File: config.mk
export PLATFORM = sky130hd
export DESIGN_NAME = acc_alu
export DESIGN_NICKNAME = d
export VERILOG_FILES = /design/src/rtl/acc_alu_pkg.sv /design/src/rtl/acc_unary_unit.sv /design/src/rtl/acc_reg_unit.sv /design/src/rtl/acc_imm_unit.sv /design/src/rtl/acc_alu.sv
export SDC_FILE = /design/constraint.sdc
export NUM_CORES = 1
export LEC_CHECK = 0
export BUFFER_PORTS_ARGS = -buffer_cell sky130_fd_sc_hd__buf_2
export CORE_MARGIN = 3
export CORE_UTILIZATION = 40
export DETAILED_ROUTE_END_ITERATION = 10
export GPL_TIMING_DRIVEN = 0
export PLACE_DENSITY = 0.61
export SLEW_MARGIN = 30
export SYNTH_ARGS = -nofsm -noshare
export SYNTH_HDL_FRONTEND = slang
export SYNTH_SLANG_ARGS = --single-unit
File: constraint.sdc
create_clock -name vclk -period 5.1
set_clock_uncertainty 0.15 [all_clocks]
set_input_delay 1.02 -clock vclk [all_inputs]
set_output_delay 1.02 -clock vclk [all_outputs]
set_load 0.005 [all_outputs]
File: src/rtl/acc_alu_pkg.sv
// Package acc_alu_pkg
// Shared operation codes for the accumulator ALU. The group codes are the
// values driven on grp_i; the sub-operation codes are the values on sub_i
// (or on the bit-operation field of the immediate byte).
package acc_alu_pkg;

    // operation groups
    localparam logic [2:0] GRP_UNARY = 3'd0;
    localparam logic [2:0] GRP_REG   = 3'd1;
    localparam logic [2:0] GRP_LESS  = 3'd2;
    localparam logic [2:0] GRP_IMM   = 3'd3;
    localparam logic [2:0] GRP_LDI   = 3'd4;

    // unary operations, in selector order
    localparam logic [2:0] U_ZERO = 3'd0;
    localparam logic [2:0] U_SHL1 = 3'd1;
    localparam logic [2:0] U_LSR1 = 3'd2;
    localparam logic [2:0] U_ASR1 = 3'd3;
    localparam logic [2:0] U_INC  = 3'd4;
    localparam logic [2:0] U_DEC  = 3'd5;
    localparam logic [2:0] U_NOT  = 3'd6;
    localparam logic [2:0] U_NEG  = 3'd7;

    // register-operand operations, in selector order
    localparam logic [2:0] R_ADD = 3'd0;
    localparam logic [2:0] R_SUB = 3'd1;
    localparam logic [2:0] R_AND = 3'd2;
    localparam logic [2:0] R_OR  = 3'd3;
    localparam logic [2:0] R_XOR = 3'd4;
    localparam logic [2:0] R_SHL = 3'd5;
    localparam logic [2:0] R_LSR = 3'd6;
    localparam logic [2:0] R_ASR = 3'd7;

    // immediate logic selector (low two bits of sub_i)
    localparam logic [1:0] I_AND = 2'd0;
    localparam logic [1:0] I_OR  = 2'd1;
    localparam logic [1:0] I_XOR = 2'd2;
    localparam logic [1:0] I_EXT = 2'd3;

    // bit operations carried in the immediate byte
    localparam logic [2:0] B_ROL = 3'd0;
    localparam logic [2:0] B_SHL = 3'd1;
    localparam logic [2:0] B_LSR = 3'd2;
    localparam logic [2:0] B_ASR = 3'd3;
    localparam logic [2:0] B_CLR = 3'd4;
    localparam logic [2:0] B_SET = 3'd5;
    localparam logic [2:0] B_TOG = 3'd6;
    localparam logic [2:0] B_EXT = 3'd7;

endpackage

File: src/rtl/acc_unary_unit.sv
// Module acc_unary_unit
// Applies one of eight single-operand operations to the accumulator.
// Assumes: purely combinational, no clock or reset; results wrap modulo 2**W.
module acc_unary_unit #(
    parameter int W = 8
) (
    input  logic [W-1:0] acc_i,
    input  logic [2:0]   sel_i,
    output logic [W-1:0] res_o
);
    import acc_alu_pkg::*;

    // select the unary result and guard the negate path
    always_comb begin
        case (sel_i)
            U_ZERO:  res_o = '0;
            U_SHL1:  res_o = {acc_i[W-2:0], 1'b0};
            U_LSR1:  res_o = {1'b0, acc_i[W-1:1]};
            U_ASR1:  res_o = {acc_i[W-1], acc_i[W-1:1]};
            U_INC:   res_o = acc_i + 1'b1;
            U_DEC:   res_o = acc_i - 1'b1;
            U_NOT:   res_o = ~acc_i;
            default: res_o = '0 - acc_i;
        endcase
        if (sel_i == U_NEG) begin
            AST_NEG_SUMS_TO_ZERO: assert (W'(res_o + acc_i) == '0);
        end
        if (sel_i == U_INC) begin
            AST_INC_ONE_ABOVE: assert (W'(res_o - acc_i) == W'(1));
        end
    end
endmodule

File: src/rtl/acc_reg_unit.sv
// Module acc_reg_unit
// Combines the accumulator with a register operand (arithmetic, logic and
// shifts by a register count) and forms the unsigned less-than result.
// Assumes: purely combinational; a count of W or more shifts every bit out.
module acc_reg_unit #(
    parameter int W = 8
) (
    input  logic [W-1:0] acc_i,
    input  logic [W-1:0] opr_i,
    input  logic [2:0]   sel_i,
    output logic [W-1:0] res_o,
    output logic [W-1:0] less_o
);
    import acc_alu_pkg::*;

    logic count_over;

    // flag shift counts that empty the accumulator
    always_comb count_over = (opr_i >= W[W-1:0]) || (W > (1 << W));

    // select the register-operand result
    always_comb begin
        case (sel_i)
            R_ADD:   res_o = acc_i + opr_i;
            R_SUB:   res_o = acc_i - opr_i;
            R_AND:   res_o = acc_i & opr_i;
            R_OR:    res_o = acc_i | opr_i;
            R_XOR:   res_o = acc_i ^ opr_i;
            R_SHL:   res_o = count_over ? '0 : (acc_i << opr_i);
            R_LSR:   res_o = count_over ? '0 : (acc_i >> opr_i);
            default: res_o = count_over ? {W{acc_i[W-1]}}
                                        : W'($signed(acc_i) >>> opr_i);
        endcase
        if (sel_i == R_SUB) begin
            AST_SUB_UNDOES_ADD: assert (W'(res_o + opr_i) == acc_i);
        end
        if (sel_i == R_ASR && acc_i[W-1] == 1'b0) begin
            AST_ASR_NO_GROWTH: assert (res_o <= acc_i);
        end
    end

    // unsigned compare, result 0 or 1 in the accumulator width
    always_comb begin
        less_o = {{(W-1){1'b0}}, (acc_i < opr_i)};
        if (acc_i == opr_i) begin
            AST_LESS_EQUAL_IS_ZERO: assert (less_o == '0);
        end
        if (opr_i == '0) begin
            AST_LESS_NOTHING_BELOW_ZERO: assert (less_o == '0);
        end
    end
endmodule

File: src/rtl/acc_imm_unit.sv
// Module acc_imm_unit
// Immediate operations: AND/OR/XOR with the byte, or, for the extended
// selector, an add or a bit-indexed operation decoded from the byte itself.
// Assumes: W is 8 so the byte layout (2-bit kind, 3-bit op, 3-bit index)
// fills the immediate exactly; purely combinational.
module acc_imm_unit #(
    parameter int W = 8
) (
    input  logic [W-1:0] acc_i,
    input  logic [W-1:0] imm_i,
    input  logic [1:0]   sel_i,
    output logic [W-1:0] res_o
);
    import acc_alu_pkg::*;

    localparam int IW = $clog2(W);

    logic [1:0]    kind;
    logic [2:0]    bop;
    logic [IW-1:0] idx;
    logic [W-1:0]  mask;
    logic [W-1:0]  short_add;
    logic [W-1:0]  long_add;
    logic [W-1:0]  bit_res;

    // split the immediate byte into its fields
    always_comb begin
        kind = imm_i[W-1:W-2];
        bop  = imm_i[IW+2:IW];
        idx  = imm_i[IW-1:0];
        mask = W'(1) << idx;
    end

    // the two add forms of the extended group
    always_comb begin
        short_add = acc_i + {1'b0, imm_i[W-2:0]};
        long_add  = acc_i + imm_i;
    end

    // bit-indexed operations on index idx
    always_comb begin
        case (bop)
            B_ROL:   bit_res = W'((acc_i << idx) | (acc_i >> (W - int'(idx))));
            B_SHL:   bit_res = acc_i << idx;
            B_LSR:   bit_res = acc_i >> idx;
            B_ASR:   bit_res = W'($signed(acc_i) >>> idx);
            B_CLR:   bit_res = acc_i & ~mask;
            B_SET:   bit_res = acc_i | mask;
            B_TOG:   bit_res = acc_i ^ mask;
            default: bit_res = {{(W-1){1'b0}}, acc_i[idx]};
        endcase
        if (bop == B_EXT) begin
            AST_EXTRACT_SINGLE_BIT: assert (bit_res[W-1:1] == '0);
        end
        if (bop == B_TOG) begin
            AST_TOGGLE_ONE_BIT: assert ($onehot(bit_res ^ acc_i));
        end
        if (bop == B_ROL) begin
            AST_ROTATE_KEEPS_ONES: assert ($countones(bit_res) == $countones(acc_i));
        end
    end

    // choose between logic, add and bit results
    always_comb begin
        case (sel_i)
            I_AND:   res_o = acc_i & imm_i;
            I_OR:    res_o = acc_i | imm_i;
            I_XOR:   res_o = acc_i ^ imm_i;
            default: begin
                if (!imm_i[W-1])       res_o = short_add;
                else if (imm_i[W-2])   res_o = long_add;
                else                   res_o = bit_res;
            end
        endcase
        if (sel_i == I_EXT && kind == 2'b11) begin
            AST_LONG_ADD_DIFF: assert (W'(res_o - acc_i) == imm_i);
        end
        if (sel_i == I_EXT && kind[1] == 1'b0) begin
            AST_SHORT_ADD_DIFF: assert (W'(res_o - acc_i) == {1'b0, imm_i[W-2:0]});
        end
    end
endmodule

File: src/rtl/acc_alu.sv
// Module acc_alu
// Top of the accumulator ALU: runs the unary, register and immediate units
// in parallel and selects the next accumulator by operation group.
// Assumes: purely combinational, no clock or reset; unused groups hold the
// accumulator. Carries are recovered by software through the less-than group.
module acc_alu #(
    parameter int DATA_W = 8
) (
    input  logic [DATA_W-1:0] acc_i,
    input  logic [DATA_W-1:0] reg_i,
    input  logic [DATA_W-1:0] imm_i,
    input  logic [2:0]        grp_i,
    input  logic [2:0]        sub_i,
    output logic [DATA_W-1:0] acc_o
);
    import acc_alu_pkg::*;

    logic [DATA_W-1:0] unary_res;
    logic [DATA_W-1:0] reg_res;
    logic [DATA_W-1:0] less_res;
    logic [DATA_W-1:0] imm_res;

    acc_unary_unit #(.W(DATA_W)) unary_i (
        .acc_i (acc_i),
        .sel_i (sub_i),
        .res_o (unary_res)
    );

    acc_reg_unit #(.W(DATA_W)) regop_i (
        .acc_i  (acc_i),
        .opr_i  (reg_i),
        .sel_i  (sub_i),
        .res_o  (reg_res),
        .less_o (less_res)
    );

    acc_imm_unit #(.W(DATA_W)) immop_i (
        .acc_i (acc_i),
        .imm_i (imm_i),
        .sel_i (sub_i[1:0]),
        .res_o (imm_res)
    );

    // pick the next accumulator by group
    always_comb begin
        case (grp_i)
            GRP_UNARY: acc_o = unary_res;
            GRP_REG:   acc_o = reg_res;
            GRP_LESS:  acc_o = less_res;
            GRP_IMM:   acc_o = imm_res;
            GRP_LDI:   acc_o = imm_i;
            default:   acc_o = acc_i;
        endcase
        if (grp_i > GRP_LDI) begin
            AST_UNUSED_GROUP_HOLDS: assert (acc_o == acc_i);
        end
        if (grp_i == GRP_LESS) begin
            AST_LESS_ZERO_OR_ONE: assert (acc_o[DATA_W-1:1] == '0);
        end
    end
endmodule

---- Yosys cells after proc, flatten, opt, wreduce, memory -nomap -nowiden ----
Index checks and enable logic that the tools add are counted.
word-level totals
  memory bits (writable) .................. 0
  ROM bits ................................ 0
  input port bits ......................... 30
  bits in latches ......................... 0
  memories ................................ 0
  logic and storage cells ................. 65
  output and inout bits ................... 8
  bits in registers ....................... 0
cells by class
  equality and inequality tests ........... 18
  bitwise operators ....................... 12
  $mul .................................... 0
  muxes and demuxes ....................... 12
  shift operators ......................... 8
  divide/modulo/power cells ............... 0
  order comparisons ....................... 3
  reduce and logical (&&, ||, !) cells .... 4
  add/sub/neg operators ................... 8
operators with widths
  cell                                                                                 count
  8-bit one-hot mux with 7 select lines                                                3
  8-bit 2-to-1 mux                                                                     5
  8-bit one-hot mux with 5 select lines                                                1
  8-bit bitwise OR                                                                     4
  8-bit by 32-bit >> shifter with 8-bit output                                         1
  8-bit bitwise AND                                                                    3
  8-bit one-hot mux with 3 select lines                                                1
  8-bit XOR                                                                            3
  3-bit == test, second input constant                                                 7
  3-bit by 2-bit == test with 1-bit output, second input constant                      6
  8-bit adder                                                                          2
  8-bit NOT                                                                            2
  3-bit by 1-bit == test with 1-bit output, second input constant                      3
  3-bit logical NOT                                                                    3
  8-bit by 1-bit adder with 8-bit output, second input constant                        1
  8-bit by 7-bit adder with 8-bit output                                               1
  8-bit by 4-bit greater-or-equal comparator with 1-bit output, second input constant  1
  8-bit < comparator                                                                   1
  1-bit by 3-bit << shifter with 8-bit output, first input constant                    1
  8-bit by 3-bit << shifter with 8-bit output                                          1
  8-bit by 8-bit << shifter with 8-bit output                                          1
  8-bit by 3-bit >> shifter with 8-bit output                                          1
  8-bit by 8-bit >> shifter with 8-bit output                                          1
  8-bit by 3-bit >>> shifter with 8-bit output                                         1
  11 further kinds                                                                     11

---- Longest topological paths before layout ----
Gate-level depths: netlist of the first run.
  depth in word-level cells ............... 8
  mapped depth ............................ 13
  depth with buffers taken out ............ 11

---- By module ----
Synthesis of the first run repeated with hierarchy kept, for this count alone.
second synthesis, totals
  cells, all modules ...................... 769
  area total of the unflattened synthesis .. 5500.3 um2
by module, submodules not included
  module          area an instance (um2)  times used  cells an instance
  acc_imm_unit    2219.6                  1           299
  acc_reg_unit    2075.7                  1           294
  acc_unary_unit  709.4                   1           99
  acc_alu         495.5                   1           77

---- Worst setup path after synthesis of the first run ----
Ideal clock, no wire load.
  kind .................................... input to output
  start ................................... in acc_i[2]
  end ..................................... out acc_o[5]
  arrival ................................. 3.240 ns
  cell stages on the path ................. 11
  data required time ...................... 3.930 ns
  slack ................................... 0.690 ns
  cell sequence ........................... buf_2 buf_2 buf_2 inv_1 ha_1 and3_1 a221oi_2 xnor2_1 a21oi_1 a21oi_1 or4_1
between the ends
  word-level cells in the longest chain between the ends .. 7
  elaborated cells on any way between the ends .. 25
ends and longest elaborated chain
  what                                                                                                         RTL line                                RTL
  from (decl)                                                                                                  acc_alu.sv:9                            input logic [DATA_W-1:0] acc_i,
  8-bit by 32-bit >> shifter with 8-bit output or 8-bit by 3-bit << shifter with 8-bit output (tied branches)  acc_imm_unit.sv:43, acc_imm_unit.sv:44
  8-bit bitwise OR                                                                                             acc_imm_unit.sv:43                      B_ROL: bit_res = W'((acc_i << idx) | (acc_i >> (W - int'(idx))));
  8-bit one-hot mux with 7 select lines                                                                        acc_imm_unit.sv:42                      case (bop)
  8-bit 2-to-1 mux                                                                                             acc_imm_unit.sv:71                      else if (imm_i[W-2]) res_o = long_add;
  8-bit 2-to-1 mux                                                                                             acc_imm_unit.sv:70                      if (!imm_i[W-1]) res_o = short_add;
  8-bit one-hot mux with 3 select lines                                                                        acc_imm_unit.sv:65                      case (sel_i)
  8-bit one-hot mux with 5 select lines *                                                                      acc_alu.sv:46                           case (grp_i)
  to (decl)                                                                                                    acc_alu.sv:14                           output logic [DATA_W-1:0] acc_o
Mark *: on every way between the ends. The rest lies on a longest branch, timed or not.

---- Final worst setup path of the first run ----
  start ................................... in acc_i[0]
  end ..................................... out acc_o[4]
Same word-level chain as after synthesis.

==> results of run 1 <==
-- area by class of cell --
cell class	instances	area, um^2	share of cell area [%]
Inverter	42	165	2.83
Buffer	63	333	5.70
Tap cell	172	215	3.69
Timing Repair Buffer	42	248	4.24
Multi-Input combinational cell	618	4880	83.5
-- synthesized netlist by cell type, types with 8 or more instances --
master     instances
mux2_2            10
inv_1             36
clkbuf_1          29
o211ai_1          20
o31ai_1           11
o221ai_1          10
a21oi_1           55
nand4_1            8
mux4_2            12
nor3_1             9
a21o_1             8
a2111oi_0          8
buf_2             34
xnor2_1           16
a22oi_1            9
nand2_1           48
nand2b_1          13
a31oi_1           13
and3_1             8
a211oi_1           9
o21ai_0           42
nor2b_1           11
ha_1              65
nand3_1           20
nor2_1            43
mux2i_1           38
-- cell families after synthesis --
family	Yosys count	synth area share [%]
AO/OA/AOI/OAI	256	33.7
AND/OR/NAND/NOR	211	21.8
buffers and inverters	111	9.10
adder cells (fa/ha/maj)	68	16.6
multiplexers	64	15.5
XOR/XNOR	19	3.17
-- path summary, 6_finish.rpt --
path / end / slack (ns) / cells after the start
max: acc_o[4] / 0.05 / 12
min: acc_o[7] / 2.49 / 6
-- routing by layer --
| layer | vias to the layer above | GRT usage [%] | share of wire (%) |
|---|---|---|---|
| met3 | 96 | 5.47 | 10 |
| met2 | 485 | 55.6 | 46 |
| met4 | 0 | 15.5 | 5.9 |
| met1 | 3166 | 40.8 | 38 |
| li1 | 2864 | - | - |
| met5 | - | 0 | 0 |
-- stage by stage --
step,instances,hold WS (ns)
floorplan,729,2.14
global placement,937,2.48
detailed placement,937,2.50
CTS,934,2.50
global route,937,2.58
finish,937,2.49
-- timing repair --
| item | CTS | global route |
|---|---|---|
| setup endpoints to repair | 7 | 6 |
| buffers inserted | 0 | 6 |
| gates resized for setup | 29 | 15 |
| pin swaps | 1 | 3 |
-- power breakdown --
group,switching (uW),total [uW],internal (uW)
Sequential,0,0,0
Clock,0,0,0
Combinational,359,567,208
==> impl_metrics.py, run 1 <==
metrics = {
    "cells_and_area": {
        "seqCellArea_um2": 0,
        "final_cell_mix": "ha_1 (61), buf_2 (54), a21oi_1 (53)",
        "final_area_um2": 5840,
        "seq_cell_count": 0,
        "utilization_pct": 45.9,
        "clkbuf_count": 0,
        "drive_above_1_share_pct": 18.4,
        "insertedDiodeCount": 0,
        "final_common_cell": "ha_1",
        "area_growth_pct": 11.2,
        "nFillCells": 1392,
        "nets": 865,
    },
    "setup_path": {
        "arrival_ns": 3.88,
        "critPathMaxStageDelay_ns": 0.45,
        "critical_path.startpoint_type": "primary input",
        "crit_start": "acc_i[0]",
        "crit_fanout": 10,
        "critPathCaptureType": "output port",
        "required_ns": 3.93,
        "path_buf_inv": 4,
        "path_delay_family": "compound AO/OA/AOI/OAI gates",
        "cpMaxStageDelayCell": "a221oi_2",
        "crit_type": "in -> out",
        "crit_chain": "buf_2 -> clkbuf_4 -> clkinvlp_4 -> ha_1 -> fa_1 -> o21bai_1 -> a21oi_1 -> xnor2_1 -> a221oi_2 -> a221oi_2 -> a211o_1 -> buf_2",
    },
    "power": {
        "power_density_nw_per_um2": 97.1,
        "power_uw": 567,
        "worst_ir_drop_vdd_uv": 55.4,
        "leakagePower_uw": 0.00230,
    },
    "placement": {
        "dp_hpwl_um": 19300,
        "place_area_um2": 5660,
        "portBuffers": 36,
        "post-place-ws_ns": -0.764,
        "gp_congestion": 1.02,
    },
    "timing": {
        "slew_viol_final": 0,
        "worst_slack_ns": 0.0499,
        "setup_viol": 0,
        "post-route-period-util_pct": 99.0,
        "worst_slew_pin_slew_ns": 1.01,
        "fin_crit_ns": 5.05,
        "finalHoldViolations": 0,
        "rsz0062_at_grt": "false",
        "finalSetupTns_ns": 0,
        "slew-limit-headroom_pct": 32.3,
        "clock.fmax_mhz": 198,
    },
    "global_routing": {
        "antenna_found_initial": 0,
        "grt_pass1_wl_um": 37300,
        "grtUsageTotal_pct": 33.0,
        "overflow": 0,
        "grt_max_degree": 19,
        "first_global_vias": 6154,
    },
    "floorplan": {
        "initial_core_util_pct": 41.3,
        "core-area_um2": 12700,
        "placementRows": 41,
        "die_area_um2": 14500,
        "die_w_um": 121,
        "die_h_um": 121,
        "boundaryPins": 38,
    },
    "routing": {
        "drt-initial-drc-count": 860,
        "dr.pass1.iters": 6,
        "wl_per_cell_um": 27.0,
        "drt-total-wl_um": 25300,
        "drc": 0,
        "postRouteAntennaNets": 0,
        "vias": 6611,
        "viasPerCell": 7.06,
    },
    "yosys": {
        "synth_area_um2": 5250,
        "synth.avg_cell_area_um2": 7.20,
        "syn-num-nets": 827,
        "netlist.area_leader.share_pct": 15.5,
        "yosysWarnings": 0,
        "synth.distinct_cells": 84,
        "seq_area_frac_synth_pct": 0,
        "synthCells": 729,
        "yosys.area.top_type": "ha_1",
        "synthTopCellsByArea": "ha_1 (15%), mux2i_1 (7.2%), a21oi_1 (5.2%)",
    },
    "hold_path": {
        "min-delay-start": "imm_i[7]",
        "hold_path.class": "in -> out",
    },
    "outcome": {
        "outcome": "finished clean",
    },
    "clocking": {
        "cts_hold_repair.buffers": 0,
    },
    "job": {
        "cap_viol_max_count": 0,
    },
}
Power figures use the tool's default switching activity.
==> inputs of run 2 (changes only) <==
--- a/config.mk
+++ b/config.mk
@@ -10,7 +10,7 @@
 export CORE_UTILIZATION = 40
 export DETAILED_ROUTE_END_ITERATION = 10
 export GPL_TIMING_DRIVEN = 0
-export PLACE_DENSITY = 0.61
+export PLACE_DENSITY = 0.63
 export SLEW_MARGIN = 30
 export SYNTH_ARGS = -nofsm -noshare
 export SYNTH_HDL_FRONTEND = slang
==> constraint.sdc (replaced) <==
create_clock -name vclk -period 4.5
set_clock_uncertainty 0.15 [all_clocks]
set_input_delay 0.9 -clock vclk [all_inputs]
set_output_delay 0.9 -clock vclk [all_outputs]
set_load 0.005 [all_outputs]
==> run 2 against run 1 <==
  * The flow now finishes with violations (negative setup slack)
  * First-iteration DRC count increased by 1.3%
  * Critical endpoint is now acc_o[5]
  * Worst setup slack got worse by 0.14 ns
  * Utilization up 4.3 points
  * Largest power group unchanged
==> impl_metrics.py, run 2 (same netlist as run 1, synthesis figures left out) <==
metrics = {
    "timing": {
        "clock.fmax_mhz": 218,
        "finalHoldViolations": 0,
        "finalSetupTns_ns": -0.0916,
        "slew_viol_final": 0,
        "fin_crit_ns": 4.59,
        "slew-limit-headroom_pct": 36.3,
        "rsz0062_at_grt": "true",
        "post-route-period-util_pct": 102,
        "setup_viol": 1,
        "worst_slew_pin_slew_ns": 0.954,
        "worst_slack_ns": -0.0916,
    },
    "setup_path": {
        "critPathMaxStageDelay_ns": 0.56,
        "crit_chain": "buf_2 -> clkbuf_1 -> nand3_1 -> nor2_1 -> o21ai_0 -> nand3_1 -> a32oi_1 -> or4_1 -> buf_2",
        "arrival_ns": 3.54,
        "worstSetupEndpoint": "acc_o[5]",
        "crit_start": "sub_i[2]",
        "cpMaxStageDelayCell": "or4_1",
        "path_depth": 9,
        "crit_fanout": 10,
        "critPathCaptureType": "output port",
        "path_buf_inv": 3,
        "critical_path.startpoint_type": "primary input",
        "path_delay_family": "simple AND/OR/NAND/NOR gates",
        "required_ns": 3.45,
        "crit_type": "in -> out",
    },
    "floorplan": {
        "die_h_um": 121,
        "placementRows": 41,
        "die_w_um": 121,
        "boundaryPins": 38,
        "initial_core_util_pct": 41.3,
        "core-area_um2": 12700,
        "die_area_um2": 14500,
    },
    "hold_path": {
        "hold_path.class": "in -> out",
    },
    "outcome": {
        "failed_checks": "negative setup slack",
        "outcome": "finished, violations left",
    },
    "cells_and_area": {
        "final_cell_mix": "a21oi_1 (53), ha_1 (51), nand2_1 (47)",
        "final_area_um2": 6390,
        "nets": 888,
        "insertedDiodeCount": 0,
        "seqCellArea_um2": 0,
        "final_cells": 960,
        "clkbuf_count": 0,
        "multi_input_area_um2": 5060,
        "area_growth_pct": 21.7,
        "drive_above_1_share_pct": 24.4,
        "nFillCells": 1308,
        "final_common_cell": "a21oi_1",
        "seq_cell_count": 0,
    },
    "global_routing": {
        "antenna_found_initial": 0,
        "grtUsageTotal_pct": 33.9,
        "grt_max_degree": 22,
        "grt_pass1_wl_um": 38400,
        "overflow": 0,
        "first_global_vias": 6355,
    },
    "routing": {
        "drt-total-wl_um": 25800,
        "vias": 6716,
        "viasPerCell": 7.00,
        "dr.pass1.iters": 5,
        "wl_per_cell_um": 26.9,
        "drt-initial-drc-count": 871,
        "postRouteAntennaNets": 0,
        "drc": 0,
    },
    "placement": {
        "place_area_um2": 5650,
        "portBuffers": 36,
        "gp_congestion": 0.996,
        "place_inst": 937,
        "dp_hpwl_um": 19500,
    },
    "power": {
        "power_density_nw_per_um2": 111,
        "worst_ir_drop_vdd_uv": 71.5,
        "leakagePower_uw": 0.00247,
        "power_uw": 710,
    },
    "job": {
        "cap_viol_max_count": 0,
    },
}
## run 2: power by group
part | switching, uW | internal, uW | total, uW
Clock | 0 | 0 | 0
Sequential | 0 | 0 | 0
Combinational | 428 | 282 | 710
Total | 428 | 282 | 710
## run 2: stage by stage
step | hold slack, ns | worst slack, ns | utilization, %
finish | 2.28 | -0.0916 | 50.2
global route | 2.31 | -0.0219 | 50.2
CTS | 2.23 | 0.00336 | 49.3
detailed placement | 2.23 | -1.13 | 44.4
global placement | 2.24 | -1.09 | 44.4
floorplan | 1.90 | 0.330 | -
## run 2: timing repair
action,4_1_cts,5_1_grt
buffers inserted,23,6
endpoints found under the setup margin,8,6
hold buffers,0,0
resized for setup,106,22
gates cloned,0,0
pin swaps,17,18
## run 2: worst min path at each step
stage                   from  endpoint  slack [ns]  depth (start not counted)
floorplan           imm_i[7]  acc_o[7]        1.90                          4
global placement    imm_i[7]  acc_o[7]        2.24                          6
detailed placement  imm_i[7]  acc_o[7]        2.23                          6
CTS                 imm_i[7]  acc_o[7]        2.23                          6
global route        imm_i[7]  acc_o[7]        2.31                          6
finish              imm_i[7]  acc_o[7]        2.28                          6
## run 2: area by class of cell
type	count	share of cell area [%]
buffer	63	7.03
inverter	42	3.15
multi-input combinational	618	79.2
tap	172	3.37
timing repair buffer	65	7.28
## run 2: layer usage
| layer | up-vias | routed length [um] | GRT usage, % | share of wire [%] |
|---|---|---|---|---|
| met1 | 3225 | 9940 | 42.9 | 38 |
| met2 | 462 | 11500 | 54.7 | 45 |
| li1 | 2921 | - | - | - |
| met4 | 0 | 1830 | 19.5 | 7.1 |
| met3 | 108 | 2530 | 5.24 | 9.8 |
| met5 | - | 0 | 0 | 0 |
